**src/rtl/sha3_rate_packer.sv**
```systemverilog
module sha3_rate_packer #(
  parameter int RATE_BYTES = 136,
  parameter int LEN_W      = 12,
  parameter int ADDR_W     = 11,
  parameter int BLK_W      = 4
) (
  input  logic                    clk,
  input  logic                    rst_n,
  input  logic                    start_i,
  input  logic [LEN_W-1:0]        msg_len_i,
  input  logic [BLK_W-1:0]        blk_cnt_i,
  output logic [ADDR_W-1:0]       mem_addr_o,
  input  logic [7:0]              mem_data_i,
  output logic [RATE_BYTES*8-1:0] blk_o,
  output logic                    blk_valid_o,
  output logic                    blk_last_o,
  input  logic                    blk_ready_i,
  output logic                    done_o
);
  localparam int BYTE_W = $clog2(RATE_BYTES + 1);
  localparam logic [BYTE_W-1:0] FLUSH = BYTE_W'(RATE_BYTES);

  typedef enum logic [1:0] {S_IDLE, S_ASM, S_FEED} st_t;
  st_t st;

  logic [LEN_W-1:0]  len_q;
  logic [BLK_W-1:0]  cnt_q;
  logic [BLK_W-1:0]  blk_q;
  logic [BYTE_W-1:0] byte_q;

  logic              wb_vld;
  logic [BYTE_W-1:0] wb_idx;
  logic [LEN_W-1:0]  wb_g;
  logic              wb_inmsg;
  logic [7:0]        wb_pad;

  logic [LEN_W-1:0]  g_now;
  logic [LEN_W-1:0]  pad_end;
  logic              hit_len, hit_end;
  logic [7:0]        pad_now;

  assign g_now      = LEN_W'(blk_q) * LEN_W'(RATE_BYTES) + LEN_W'(byte_q);
  assign pad_end    = LEN_W'(cnt_q) * LEN_W'(RATE_BYTES) - LEN_W'(1);
  assign hit_len    = (g_now == len_q);
  assign hit_end    = (g_now == pad_end);
  assign pad_now    = {hit_end, 4'b0000, hit_len, hit_len, 1'b0};
  assign mem_addr_o = g_now[ADDR_W-1:0];

  always_ff @(posedge clk) begin
    if (!rst_n) begin
      st          <= S_IDLE;
      len_q       <= '0;
      cnt_q       <= '0;
      blk_q       <= '0;
      byte_q      <= '0;
      wb_vld      <= 1'b0;
      wb_idx      <= '0;
      wb_g        <= '0;
      wb_inmsg    <= 1'b0;
      wb_pad      <= '0;
      blk_o       <= '0;
      blk_valid_o <= 1'b0;
      blk_last_o  <= 1'b0;
      done_o      <= 1'b0;
    end else begin
      done_o <= 1'b0;
      case (st)
        S_IDLE: begin
          if (start_i) begin
            len_q  <= msg_len_i;
            cnt_q  <= blk_cnt_i;
            blk_q  <= '0;
            byte_q <= '0;
            wb_vld <= 1'b0;
            st     <= S_ASM;
          end
        end
        S_ASM: begin
          if (wb_vld)
            blk_o[int'(wb_idx)*8 +: 8] <= wb_inmsg ? mem_data_i : wb_pad;
          if (byte_q != FLUSH) begin
            wb_vld   <= 1'b1;
            wb_idx   <= byte_q;
            wb_g     <= g_now;
            wb_inmsg <= (g_now < len_q);
            wb_pad   <= pad_now;
            byte_q   <= byte_q + BYTE_W'(1);
          end else begin
            wb_vld      <= 1'b0;
            byte_q      <= '0;
            blk_valid_o <= 1'b1;
            blk_last_o  <= (blk_q == cnt_q - BLK_W'(1));
            st          <= S_FEED;
          end
        end
        S_FEED: begin
          if (blk_ready_i) begin
            blk_valid_o <= 1'b0;
            blk_last_o  <= 1'b0;
            if (blk_last_o) begin
              done_o <= 1'b1;
              st     <= S_IDLE;
            end else begin
              blk_q <= blk_q + BLK_W'(1);
              st    <= S_ASM;
            end
          end
        end
        default: st <= S_IDLE;
      endcase
    end
  end


  valid_hold_chk: assert property (@(posedge clk) disable iff (!rst_n)
    (blk_valid_o && !blk_ready_i) |=> (blk_valid_o && $stable(blk_o)));


  last_needs_valid_chk: assert property (@(posedge clk) disable iff (!rst_n)
    blk_last_o |-> blk_valid_o);


  done_pulse_chk: assert property (@(posedge clk) disable iff (!rst_n)
    done_o |=> !done_o);


  no_build_while_offered_chk: assert property (@(posedge clk) disable iff (!rst_n)
    blk_valid_o |-> !wb_vld);


  inmsg_byte_nopad_chk: assert property (@(posedge clk) disable iff (!rst_n)
    (wb_vld && wb_inmsg) |-> (wb_pad == 8'h00 && wb_g < len_q));


  capture_stable_chk: assert property (@(posedge clk) disable iff (!rst_n)
    (st != S_IDLE) |=> ($stable(len_q) && $stable(cnt_q)));
endmodule

```
**config.mk**
```make
export PLATFORM = sky130hd
export DESIGN_NAME = sha3_rate_packer
export DESIGN_NICKNAME = d
export VERILOG_FILES = /design/src/rtl/sha3_rate_packer.sv
export SDC_FILE = /design/constraint.sdc
export NUM_CORES = 2
export LEC_CHECK = 0
export BUFFER_PORTS_ARGS = -buffer_cell sky130_fd_sc_hd__buf_2
export CAP_MARGIN = 20
export CORE_AREA = 5 5 441 443
export CTS_CLUSTER_DIAMETER = 40
export DETAILED_ROUTE_END_ITERATION = 7
export DIE_AREA = 0 0 446 448
export GPL_ROUTABILITY_DRIVEN = 0
export GPL_TIMING_DRIVEN = 0
export SETUP_SLACK_MARGIN = 0.4
export SYNTH_ARGS = -nofsm -noshare
export SYNTH_HDL_FRONTEND = slang
export SYNTH_SLANG_ARGS = --single-unit
```
**constraint.sdc**
```tcl
create_clock -name clk -period 4.3 [get_ports clk]
set_input_delay 0.645 -clock clk [delete_from_list [all_inputs] [get_ports clk]]
set_output_delay 0.645 -clock clk [all_outputs]
set_load 0.03 [all_outputs]
```
Word level (Yosys, flattened, before mapping). Index checks and enable logic that the tools add are counted.

Multiply operators: 2. Shift-type cells: 2. Order comparisons: 1. Equality and inequality tests: 10. Reduce and logical (&&, ||, !) cells: 12. Add/sub/neg operators: 6. Muxes and demuxes: 23.

Operator list (number): bitwise mux 1088 bit (1); variable shift 8 x 33 -> 1088 bit, first input constant (1); indexed part select 8 x 33 -> 1088 bit (1); negation 11 -> 33 bit (1); equality test 12 bit (2); two-way mux 8 bit (3); multiplier 4 x 5 -> 9 bit, second input constant (2); case mux 8 bit (2 select lines) (1); adder 12 x 8 -> 12 bit (1); less-than comparator 12 bit (1); two-way mux 4 bit (3); subtractor 12 x 1 -> 12 bit, second input constant (1); AND reduction 3 bit (3); adder 8 x 1 -> 8 bit, second input constant (1); inequality test 2 bit, second input constant (4); inequality test 8 bit, second input constant (1); case mux 4 bit (2 select lines) (1); AND reduction 2 bit (4); two-way mux 1 bit (7); two-way mux 2 bit (3); case mux 1 bit (2 select lines) (3); case mux 2 bit (3 select lines) (1); nonzero test 2 bit (3); adder 4 x 1 -> 4 bit, second input constant (1); 6 further kinds (6).

Output and inout bits: 1102. Logic and storage cells: 69. Register bits after elaboration: 1134. Input port bits: 28.

Longest topological paths before layout.
Word-level depth: 4. Mapped depth: 14. Gate-level depth less buffers: 13.

Least setup slack after synthesis. OpenSTA, ideal clock, no wires.

Path kind: register to register. Start: register blk_q[0]. End: register wb_inmsg. Data arrival time: 3.310 ns. Library setup time: 0.060 ns. Buffers on the path: 0. Data required time: 4.240 ns. Setup slack: 0.930 ns. Period minus slack after synthesis: 3.370 ns. Stages on the path, launching flop included: 14. Cell sequence: dfxtp_1 > ha_1 > fa_1 > a21o_1 > a21oi_1 > o21a_1 > nor2b_1 > xor2_1 > ha_1 > a21o_1 > a21oi_1 > nor2b_1 > o41ai_1 > and2_1.

Longest elaborated chain between the ends: 3.

RTL lines: from (decl) (line 28) `logic [BLK_W-1:0] blk_q;`; from (signal assigned) (line 104) `blk_q <= blk_q + BLK_W'(1);`; multiplier 4 x 5 -> 9 bit (line 42) `assign g_now = LEN_W'(blk_q) * LEN_W'(RATE_BYTES) + LEN_W'(byte_q);`; adder 12 x 8 -> 12 bit (line 42); via mem_addr_o[9] (line 12) `output logic [ADDR_W-1:0] mem_addr_o,`; less-than comparator 12 bit (line 85) `wb_inmsg <= (g_now < len_q);`; to (signal assigned) (line 85); to (decl) (line 34) `logic wb_inmsg;`.

The timed path passes the listed nets, and every way through them passes these cells. A chain may end at the register's enable or synchronous reset.

Final worst setup path.
Start: register wb_idx[0]. End: register blk_o[1012].

Longest elaborated chain between the ends: 3. Elaborated cells between the ends (all ways): 4. Those cells by class: add/sub: 1; shift: 2; mux: 1.

RTL lines: from (decl) (line 32) `logic [BYTE_W-1:0] wb_idx;`; from (signal assigned) (line 83) `wb_idx <= byte_q;`; negation 11 -> 33 bit (*) (line 80) `blk_o[int'(wb_idx)*8 +: 8] <= wb_inmsg ? mem_data_i : wb_pad;`; indexed part select 8 x 33 -> 1088 bit / variable shift 8 x 33 -> 1088 bit (equally long branches) (line 80); bitwise mux 1088 bit (*) (line 80); to (signal, indexed assignment) (line 80); to (decl) (line 14) `output logic [RATE_BYTES*8-1:0] blk_o,`.

Mark *: on every way between the ends. The rest lies on a longest branch, timed or not.

==> impl_results.md <==
- Hold Vio Cnt, Final: 0
- Min cycle time layout: 3830 ps
- Post-synth top area cell: dfxtp_1
- Final Max Slew Viols: 0
- Largest net degree at the start of global routing: 17
- EDFF count, synth: 0
- # nets final: slightly above 6k
- CTS Sinks: between 1k and 1.5k
- Crit path max-delay cell type: nor2_1
- Final setup violation count: 0
- Drt wl/cell: 29.8 um
- Clk buf depth: 3
- Final period util: 0.890
- DR iter-0 viols: slightly below 4k
- Die W: ~450 um
- CP top delay family: buffers and inverters
- Top post-synthesis cells by area: dfxtp_1 (52%), mux2i_1 (20%), nor2_1 (8.2%), nand2_1 (3.5%), nand3_1 (2.8%)
- Total Power: around 26 mW
- Register bit count reported by yosys: 1,133
- Max_slew headroom: 0.233
- Fraction of synthesized cell area taken by the top area cell type: 0.519
- Die height: approximately 450 um
- Post-route ant nets: 0
- P&R area growth vs syn: 40.4%
- CP Launch Type: flip-flop
- Crit path buf inv count: 7
- Finished Core Util: 0.324
- Vias in the first global route: approximately 40k
- Status: finished clean
- Initial antenna violation count: 27
- Max H-tree Level: 4
- Worst EP required: 5060 ps
- Core Area: 190,000 um^2
- Clock latency on the worst-skew pair: 840 ps
- Clk Tree Root Cell: clkbuf_16
- Routed wire length: between 200,000 and 300,000 um
- Crit path largest cell delay: between 600 and 700 ps
- Seq/Total Area, Yosys: 0.519
- Post-route clock skew: 52.7 ps
- Syn nets: roughly 4.7k
- TritonCTS Buffers: roughly 180
- Row Count: 160
- CTS tree: yes
- Via count: approximately 42k
- RSZ-0062 raised after global routing: true
- Gate Count Post-Synth: ~4.6k
- FFs w/ async S/R, synth: 0
- Achievable Freq: approximately 260 MHz
- Global Route Usage Sum: 0.247
- Hpwl dp: between 200,000 and 250,000 um
- Setup Crit Path Kind: reg -> reg
- Pleak: about 26 nW
- Prevailing post-synth register cell: dfxtp_1
- Type of the tightest min-delay check: in -> reg
- Worst-margin pin slew: 1150 ps
- Max Cap Viol: 0
- Top-count cell post-synth: dfxtp_1
- Synth Cell Area: about 44,000 um^2
- Unique masters post-synth: between 60 and 70
- Routed vias/inst: slightly below 5
- Worst setup EP type: flip-flop
- Synth cell count leaders: dfxtp_1 (1,133), nor2_1 (952), mux2i_1 (863)
- First-pass DRT Iterations: 6
- Clock slew at the register clock pins of the worst setup and hold paths: approximately 60 ps
- Synth Area per Inst: between 9 and 10 um^2
- Power Density: roughly 430 nW/um^2
- Remaining DRCs: 0
- Worst EP arrival: ~4600 ps
- Initial core utilization: 0.231
- Worst path cell trace: buf_2 -> inv_1 -> ha_1 -> buf_4 -> xor2_1 -> nand2_1 -> o22a_1 -> clkbuf_2 -> buf_8 -> clkbuf_4 -> clkbuf_1 -> nor2_1 -> nand3_1 -> a21oi_1
- I/O Pins: around 1.1k
- Layout cells sized above 1: 0.301
- Synth Warn #: 0
- Overflow after GRT: 0
- Global-route wire length before repair: between 300,000 and 400,000 um
- Peak supply drop: roughly 330 uV
- Die ar.: 200,000 um^2
- Critical path fanouts, max: 10
- I/O Buffers: 1,129
-- metal layers --
metal / vias to the layer above / share of wire / GRT usage
li1: 18600 / - / -
met1: 20600 / 0.37 / 0.285
met2: 2235 / 0.48 / 0.419
met3: 550 / 0.091 / 0.0707
met4: 6 / 0.057 / 0.126
met5: - / 0.00013 / 0
-- kinds of logic after synthesis --
kind of cell,share of synthesized area
and+or+nand+nor,0.197
DFF,0.519
muxes,0.198
buffers and inverters,0.0324
AOI/OAI and AO/OA,0.0420
adders and majority gates,0.00704
xor gates and xnor gates,0.00501
-- power by group --
part / total [mW] / internal, mW / leakage, nW / switching (mW)
sequential: 10.5 / 10.5 / 9.12 / 0.0115
clock: 15.1 / 9.17 / 3.03 / 5.93
combinational: 0.784 / 0.156 / 14.0 / 0.628
-- cells in the final DEF (no fill, tap or decap), drive strengths merged, types with 6 or more instances in the layout --
| master | instances |
|---|---|
| clkbuf | 442 |
| nand2b | 12 |
| nand3 | 248 |
| dlygate4sd3 | 9 |
| mux2i | 863 |
| o31ai | 8 |
| and3 | 12 |
| or3 | 36 |
| inv | 77 |
| clkinvlp | 19 |
| nand2 | 411 |
| diode | 13 |
| o21ai | 167 |
| nor2b | 9 |
| dfxtp | 1133 |
| xnor2 | 12 |
| xor2 | 10 |
| bufinv | 18 |
| or2 | 21 |
| buf | 1328 |
| clkinv | 35 |
| nor3 | 100 |
| nand4 | 33 |
| o2111ai | 6 |
| ha | 23 |
| a21oi | 116 |
| a21o | 6 |
| nor2 | 996 |
-- metrics by stage --
| step | hold slack (ps) | setup TNS, ps | worst slack, ps | cells | instance area [um^2] |
|---|---|---|---|---|---|
| after floorplan | 436 | 0 | 930 | 4623 | 43700 |
| after global placement | 439 | -702750 | -1620 | 8263 | 52500 |
| after detailed placement | 443 | -248330 | -843 | 8303 | 53100 |
| after CTS | 3.29 | 0 | 258 | 8708 | 61000 |
| after global routing | 69.4 | 0 | 384 | 8722 | 61400 |
| final | 87.1 | 0 | 475 | 8730 | 61400 |
-- registers in the layout (all words and copies together) (netlist names) --
name and cells:
blk_last_o 1, blk_o 1088, blk_q 4, blk_valid_o 1, byte_q 8, cnt_q 4
done_o 1, len_q 12, st 2, wb_idx 8, wb_inmsg 1, wb_pad 2
wb_vld 1
-- repair_timing --
item | CTS | global route
gates cloned | 0 | 0
setup endpoints to repair | 1065 | 763
pin swaps | 50 | 8
hold buffers | 9 | 0
gates resized for setup | 150 | 67
buffers inserted | 67 | 8
hold endpoints to repair | 9 | 0
-- tightest hold or removal path, stage by stage --
cell and delay (ps):
buf_2 120, nand2_1 50, a21oi_1 50
-- final timing paths --
kind | to | start | depth (start not counted) | slack [ps]
max | blk_o[1012] | wb_idx[0] | 14 | 470
min | cnt_q[2] | blk_cnt_i[2] | 3 | 90
max reg2reg | blk_o[1012] | wb_idx[0] | 14 | 470
min reg2reg | blk_o[977] | blk_o[977] | 2 | 450
-- final cells by class --
class / count / area [um^2]
clock inverters: 120 / 1540
inverters: 29 / 123
well taps: 2511 / 3140
repair buffers: 1254 / 7450
flip-flops and latches: 1133 / 22700
fillers: 19600 / 128000
multi-input cells: 3144 / 20200
diodes: 13 / 32.5
clock buffers: 209 / 4750
plain buffers: 317 / 1510
Power figures use the tool's default switching activity.
